==> config.mk <==
export PLATFORM = sky130hd
export DESIGN_NAME = tick_timer16
export DESIGN_NICKNAME = d
export VERILOG_FILES = /design/src/rtl/tick_timer16.sv
export SDC_FILE = /design/constraint.sdc
export NUM_CORES = 1
export LEC_CHECK = 0
export ABC_AREA = 1
export BUFFER_PORTS_ARGS = -buffer_cell sky130_fd_sc_hd__buf_2
export CAP_MARGIN = 25
export CELL_PAD_IN_SITES_DETAIL_PLACEMENT = 1
export CELL_PAD_IN_SITES_GLOBAL_PLACEMENT = 1
export CORE_ASPECT_RATIO = 1.1
export CORE_UTILIZATION = 40
export CTS_BUF_LIST = sky130_fd_sc_hd__clkbuf_4 sky130_fd_sc_hd__clkbuf_8 sky130_fd_sc_hd__clkbuf_16
export CTS_CLUSTER_SIZE = 30
export DETAILED_ROUTE_END_ITERATION = 10
export PLACE_DENSITY = 0.83
export SLEW_MARGIN = 20
export SYNTH_ARGS = -nofsm -noshare
export SYNTH_HDL_FRONTEND = slang
export SYNTH_SLANG_ARGS = --single-unit
==> constraint.sdc <==
create_clock -name clk -period 4.8 [get_ports clk]
set_clock_uncertainty 0.2 [all_clocks]
set_input_delay 0.72 -clock clk [delete_from_list [all_inputs] [get_ports clk]]
set_output_delay 0.72 -clock clk [all_outputs]
set_load 0.02 [all_outputs]
==> src/rtl/tick_timer16.sv <==
module tick_timer16 #(
  parameter int WIDTH = 16,
  parameter int SEL_W = 3
) (
  input  logic             clk,
  input  logic             rst_n,
  input  logic [SEL_W-1:0] div_sel,
  input  logic             clr_on_match,
  input  logic             toggle_en,
  input  logic [WIDTH-1:0] cmp_val,
  input  logic             evt_in,
  input  logic [2:0]       flag_clr,
  output logic [WIDTH-1:0] count,
  output logic [WIDTH-1:0] capture,
  output logic             wave_out,
  output logic             irq_ovf,
  output logic             irq_match,
  output logic             irq_cap
);
  localparam int PRE_W = (1 << SEL_W) - 1;
  localparam logic [WIDTH-1:0] CNT_MAX = '1;

  logic [PRE_W-1:0] pre_cnt;
  logic [PRE_W-1:0] pre_mask;
  logic             tick;
  logic             match_ev, clear_ev, ovf_ev;
  logic             evt_s1, evt_s2, evt_d;
  logic             cap_rise;

  assign pre_mask = ~({PRE_W{1'b1}} << div_sel);
  assign tick     = (pre_cnt & pre_mask) == pre_mask;

  always_ff @(posedge clk or negedge rst_n)
    if (!rst_n) pre_cnt <= '0;
    else        pre_cnt <= pre_cnt + 1'b1;

  assign match_ev = tick && (count == cmp_val);
  assign clear_ev = match_ev && clr_on_match;
  assign ovf_ev   = tick && (count == CNT_MAX) && !clear_ev;

  always_ff @(posedge clk or negedge rst_n)
    if (!rst_n)        count <= '0;
    else if (clear_ev) count <= '0;
    else if (tick)     count <= count + 1'b1;

  always_ff @(posedge clk or negedge rst_n)
    if (!rst_n)                     wave_out <= 1'b0;
    else if (match_ev && toggle_en) wave_out <= ~wave_out;

  always_ff @(posedge clk or negedge rst_n)
    if (!rst_n) {evt_s1, evt_s2, evt_d} <= '0;
    else        {evt_s1, evt_s2, evt_d} <= {evt_in, evt_s1, evt_s2};

  assign cap_rise = evt_s2 && !evt_d;

  always_ff @(posedge clk or negedge rst_n)
    if (!rst_n)        capture <= '0;
    else if (cap_rise) capture <= count;

  always_ff @(posedge clk or negedge rst_n)
    if (!rst_n) begin
      irq_ovf   <= 1'b0;
      irq_match <= 1'b0;
      irq_cap   <= 1'b0;
    end else begin
      irq_ovf   <= (irq_ovf   && !flag_clr[0]) || ovf_ev;
      irq_match <= (irq_match && !flag_clr[1]) || match_ev;
      irq_cap   <= (irq_cap   && !flag_clr[2]) || cap_rise;
    end

  a_r2_hold_between_ticks: assert property (@(posedge clk) disable iff (!rst_n)
    !tick |=> $stable(count));
  a_r3_free_run_increment: assert property (@(posedge clk) disable iff (!rst_n)
    (tick && !clr_on_match) |=> count == $past(count) + 1'b1);
  a_r4_clear_on_match: assert property (@(posedge clk) disable iff (!rst_n)
    (clr_on_match && tick && count == cmp_val) |=> count == '0);
  a_r5_toggle_on_match: assert property (@(posedge clk) disable iff (!rst_n)
    (match_ev && toggle_en) |=> wave_out != $past(wave_out));
  a_r6_capture_value: assert property (@(posedge clk) disable iff (!rst_n)
    cap_rise |=> (capture == $past(count)) && irq_cap);
  a_r7_no_ovf_on_clear: assert property (@(posedge clk) disable iff (!rst_n)
    (clear_ev && !irq_ovf) |=> !irq_ovf);
  a_r8_ovf_sticky: assert property (@(posedge clk) disable iff (!rst_n)
    (irq_ovf && !flag_clr[0]) |=> irq_ovf);
  a_r8_match_sticky: assert property (@(posedge clk) disable iff (!rst_n)
    (irq_match && !flag_clr[1]) |=> irq_match);
endmodule

# Word level (Yosys, flattened, before mapping)
# Cells that the tools add are included.
# W data, S select, Z words.
[totals]
latchBits = 0
mem_bits_rw = 0
n_memories = 0
wordCells = 39
mem_bits_ro = 0
inputBits = 27
ff_bits = 46
output_inout_bits = 36
[op_classes]
reduce_logical = 18
bitwise = 3
addsub = 2
n_mux = 2
eq_ne = 3
n_mul = 0
order_cmp = 0
shifts = 1
div = 0
[op_table]
columns = ["operator", "n"]
rows = [
  ["$mux W16", 2],
  ["$add A16 B1 Y16 const B", 1],
  ["$eq A16 B16 Y1", 1],
  ["$eq A16 B16 Y1 const B", 1],
  ["$logic_and A1 B1 Y1", 9],
  ["$add A7 B1 Y7 const B", 1],
  ["$and A7 B7 Y7", 1],
  ["$eq A7 B7 Y1", 1],
  ["$not A7 Y7", 1],
  ["$shl A7 B3 Y7 const A", 1],
  ["$logic_not A1 Y1", 5],
  ["$logic_or A1 B1 Y1", 3],
  ["$reduce_bool A2 Y1", 1],
  ["$not A1 Y1", 1],
]

# Logic depth before layout (Yosys ltp)
[logic_depth]
depth_word = 9
mapped_depth = 11

# Worst setup path before layout
# No wires, ideal clock.
[synth_timing]
path_type = "in2reg"
from = "input div_sel[0]"
to = "register irq_ovf"
path_slack_ns = 2.946
arrival_ns = 1.537
path_stages = 9
t_required_ns = 4.483
cell_sequence = "nor2_1 nand2_1 nand2_1 nand3_2 nor2_4 nand4_1 buf_2 nand2_1 nand2_1"
[synth_between]
elab_chain_len = 9
word_cells_on_any_way = 10
classes_between = "eq/ne: 1; shift: 1; bitwise: 2; reduce/logical: 6"
[synth_rtl]
columns = ["element", "line_no", "source"]
rows = [
  ["start, declared", "7", "input logic [SEL_W-1:0] div_sel,"],
  ["$shl A7 B3 Y7 (*)", "30", "assign pre_mask = ~({PRE_W{1'b1}} << div_sel);"],
  ["$not A7 Y7 (*)", "30", ""],
  ["$and A7 B7 Y7", "31", "assign tick = (pre_cnt & pre_mask) == pre_mask;"],
  ["$eq A7 B7 Y1 (*)", "31", ""],
  ["$logic_and A1 B1 Y1", "37", "assign match_ev = tick && (count == cmp_val);"],
  ["$logic_and A1 B1 Y1", "38", "assign clear_ev = match_ev && clr_on_match;"],
  ["$logic_not A1 Y1", "39", "assign ovf_ev = tick && (count == CNT_MAX) && !clear_ev;"],
  ["$logic_and A1 B1 Y1 (*)", "39", ""],
  ["$logic_or A1 B1 Y1 (*)", "66", "irq_ovf <= (irq_ovf && !flag_clr[0]) || ovf_ev;"],
  ["end signal, assigned", "66", ""],
  ["end, declared", "16", "output logic irq_ovf,"],
]
# Mark *: on every way between the ends. The rest lies on a longest branch, timed or not.
# A chain may end at the register's enable or synchronous reset.

# Final worst setup path
[layout_timing]
from = "input div_sel[1]"
to = "register count[5]"
[layout_between]
elab_chain_len = 7
word_cells_on_any_way = 8
classes_between = "eq/ne: 1; shift: 1; mux: 1; bitwise: 2; reduce/logical: 3"
[layout_rtl]
columns = ["element", "line_no", "source"]
rows = [
  ["$shl A7 B3 Y7 (*)", "30", ""],
  ["$not A7 Y7 (*)", "30", ""],
  ["$and A7 B7 Y7", "31", ""],
  ["$eq A7 B7 Y1 (*)", "31", ""],
  ["$logic_and A1 B1 Y1", "37", ""],
  ["$logic_and A1 B1 Y1", "38", ""],
  ["$mux W16 or $reduce_bool A2 Y1 (tied branches)", "n/a", ""],
  ["end signal, assigned", "44", "else if (tick) count <= count + 1'b1;"],
  ["end, declared", "13", "output logic [WIDTH-1:0] count,"],
]
# Marked as above.

==> summary.txt <==
Clock network
  – H-tree levels: 2
  – Sink Count: 46
  – Clock tree buffer depth: 2
  – TritonCTS clock tree: done
  – Clock-pin slew on the worst setup and hold paths: 0.09 ns
  – Post-cts gate resize count: 0
  – Hold-fix buffers at CTS: 0
  – Worst-skew pair later-pin latency: 0.31 ns
  – Setup repair bufs after CTS: 0
  – CTS root buffer: clkbuf_8
  – Num CTS Buffers: 5

Floorplanning
  – Horiz. Die Dim: 75.3 µm
  – Core region area: around 5700 µm²
  – Die Y: 82.7 µm
  – I/O pins: between 60 and 70
  – FP Rows: 29
  – Starting Density: 0.413
  – Die Footprint: 6230 µm²

Critical path
  – CP Launch Type: input pin
  – Max incr delay on CP: 0.52 ns
  – Critical Path Source: div_sel[1]
  – CP Max Fanout: 24
  – Critical Path RT: 4.78 ns
  – WP buf/inv: 3
  – Critical-path cell list: buf_2 > inv_1 > nand2_1 > nand3_1 > nand3_1 > nor2_4 > nand4_1 > inv_1 > nor2_1
  – Worst r2r src: pre_cnt[2]
  – Slowest stage cell, crit path: nand4_1
  – Critical path class: in2reg
  – CP top delay family: simple AND/OR/NAND/NOR gates
  – CP endpoint kind: flop
  – Crit path arrival time: 2.58 ns

Placement
  – Post-detail-place hpwl: 4.42 mm
  – Worst setup slack after placement: ~1.8 ns
  – Placement Cell Area: 2740 µm²
  – Placer congestion estimate: 0.794
  – # port buffers: 62

GRT
  – Total gr overflow: 0
  – Number of global-route vias before repair: 1993
  – Initial antenna violation count: 0
  – Pin count of the biggest net entering global routing: 47
  – Global-route wire length before repair: 9.36 mm
  – GRT Util Overall: 0.202

Hold path
  – Worst min path class: reg2reg
  – Min-delay src: evt_s1

Timing
  – Final Slew Violations: 0
  – Worst relative slew slack: 0.398
  – Fmax: 0.385 GHz
  – Setup violators final: 0
  – Final Hold Vio Count: 0
  – Setup TNS: 0 ns
  – Crit share post-route: 0.541
  – Slack of the critical path: about 2.2 ns
  – RSZ-0062 raised after global routing: false
  – Crit path time final: 2.60 ns
  – Worst-Margin Slew: ~0.9 ns

Routing
  – ANT nets after route: 0
  – Drc violations: 0
  – 1st-iter DRT viols: between 70 and 80
  – Post-DR wirelength/cell: 13.0 µm
  – Total Wirelength: 5.87 mm
  – First-pass detailed-route iteration total: 4
  – Drt via density: 4.72
  – Via count: 2133

Finish
  – Ratio of cells with drive above 1 in the final layout: 0.211
  – Final net count: 403
  – Post-route cell area: 2840 µm²
  – Area growth, synth to finish: 19.8%
  – N_diodes: 0

Synth
  – Yosys warns: 0
  – Mapped Area: 2370 µm²
  – Sequential share of the synthesized area: 0.487
  – Flops & latches, synth: 46
  – Syn_nets: 340
  – Cells after synthesis: 311
  – Count of cell types in the netlist: 24
  – Avg Cell Area, Syn: about 7.6 µm²

Power
  – P_leak: 0.00164 µW
  – Pwr dens: 335 nW/µm²
  – Worst IR Drop VDD: around 0.12 mV

Run
  – Max-cap viol count: 0

Run status
  – Outcome: complete, no violations
## final cells by class
cell class | instances | area (µm²)
inverters | 51 | 191
well taps | 77 | 96.3
repair buffers | 62 | 313
flip-flops and latches | 46 | 1150
multi-input cells | 208 | 988
fillers | 782 | 2900
clock inverters | 1 | 5.00
clock buffers | 7 | 90.1
## flip-flops by register name, summed over array words and instances, names as in the netlist
signal,flops
pre_cnt,7
evt_s1,1
irq_match,1
wave_out,1
evt_s2,1
count,16
irq_ovf,1
evt_d,1
irq_cap,1
capture,16
## logic make-up (layout without fill, tap and decap cells)
group,count (synthesis),count (layout),share of synthesized area
fa+ha+maj,2,2,0.0106
mux,1,1,0.00476
simple gates,171,171,0.308
xor+xnor,14,14,0.0518
compound gates,20,20,0.0423
buf+inv,57,121,0.0957
flops,46,46,0.487
## cell usage after synthesis
library cell / count / area, µm²
nor3_2: 1 / 10.0
mux2_2: 1 / 11.3
buf_2: 1 / 5.00
nor2_4: 1 / 11.3
inv_1: 50 / 188
inv_2: 1 / 3.75
nand3_1: 18 / 90.1
buf_6: 1 / 11.3
nand4_1: 9 / 56.3
xor2_1: 12 / 105
nand2_1: 98 / 368
dfrtp_1: 46 / 1150
o21ai_0: 18 / 90.1
buf_4: 1 / 7.51
nor2_2: 4 / 25.0
a21oi_1: 2 / 10.0
nor3b_1: 1 / 7.51
nor3_1: 4 / 20.0
xnor2_1: 2 / 17.5
nand3b_1: 1 / 7.51
ha_1: 2 / 25.0
nor2_1: 33 / 124
nand3_2: 1 / 10.0
clkbuf_1: 3 / 11.3
## cells in the final DEF (no fill, tap or decap)
master    instances
a21oi_1           2
buf_2            61
buf_4             1
clkbuf_4          1
clkbuf_8          6
clkinv_2          1
dfrtp_1          46
ha_1              2
inv_1            50
inv_2             1
mux2_2            1
nand2_1          98
nand3_1          18
nand3_2           1
nand3b_1          1
nand4_1           9
nor2_1           33
nor2_2            4
nor2_4            1
nor3_1            4
nor3_2            1
nor3b_1           1
o21ai_0          18
xnor2_1           2
xor2_1           12
## power breakdown
| group | internal (µW) | switching [µW] |
|---|---|---|
| clock | 122 | 130 |
| combinational | 77.1 | 144 |
| sequential | 428 | 46.5 |
## per-stage QoR
stage / hold slack, ns / power, µW / utilization / cells
CTS: 0.180 / 961 / 0.494 / 452
global route: 0.178 / 1000 / 0.495 / 452
finish: 0.172 / 949 / 0.495 / 452
floorplan: 0.131 / 612 / - / 311
detailed placement: 0.159 / 706 / 0.478 / 444
global placement: 0.133 / 697 / 0.478 / 444
## worst register-to-register path: stages (launching register included)
cell     delay [ns]
dfrtp_1        0.45
nand3_1        0.12
nand2_1        0.10
nand3_2        0.11
nor2_4         0.43
nand4_1        0.53
inv_1          0.36
nor2_1         0.08
## worst paths after layout
kind | to | slack, ns | cells after the start
worst max register to register | count[5] | 2.32 | 7
min in group asynchronous | evt_s2 | 0.20 | 1
max in group asynchronous | count[4] | 3.77 | 1
worst min register to register | evt_s2 | 0.17 | 0
worst max-delay path | count[5] | 2.20 | 9
worst min-delay path | evt_s2 | 0.17 | 0
## per-layer routing
metal  global-route usage  vias to the layer above  part of all wire
met5                    0                        -                 0
met4               0.0611                        0             0.012
met3               0.0413                        5             0.035
met2                0.350                       38              0.51
met1                0.253                     1018              0.45
li1                     -                     1072                 -
Note: power is estimated with default switching activity, not from simulation.
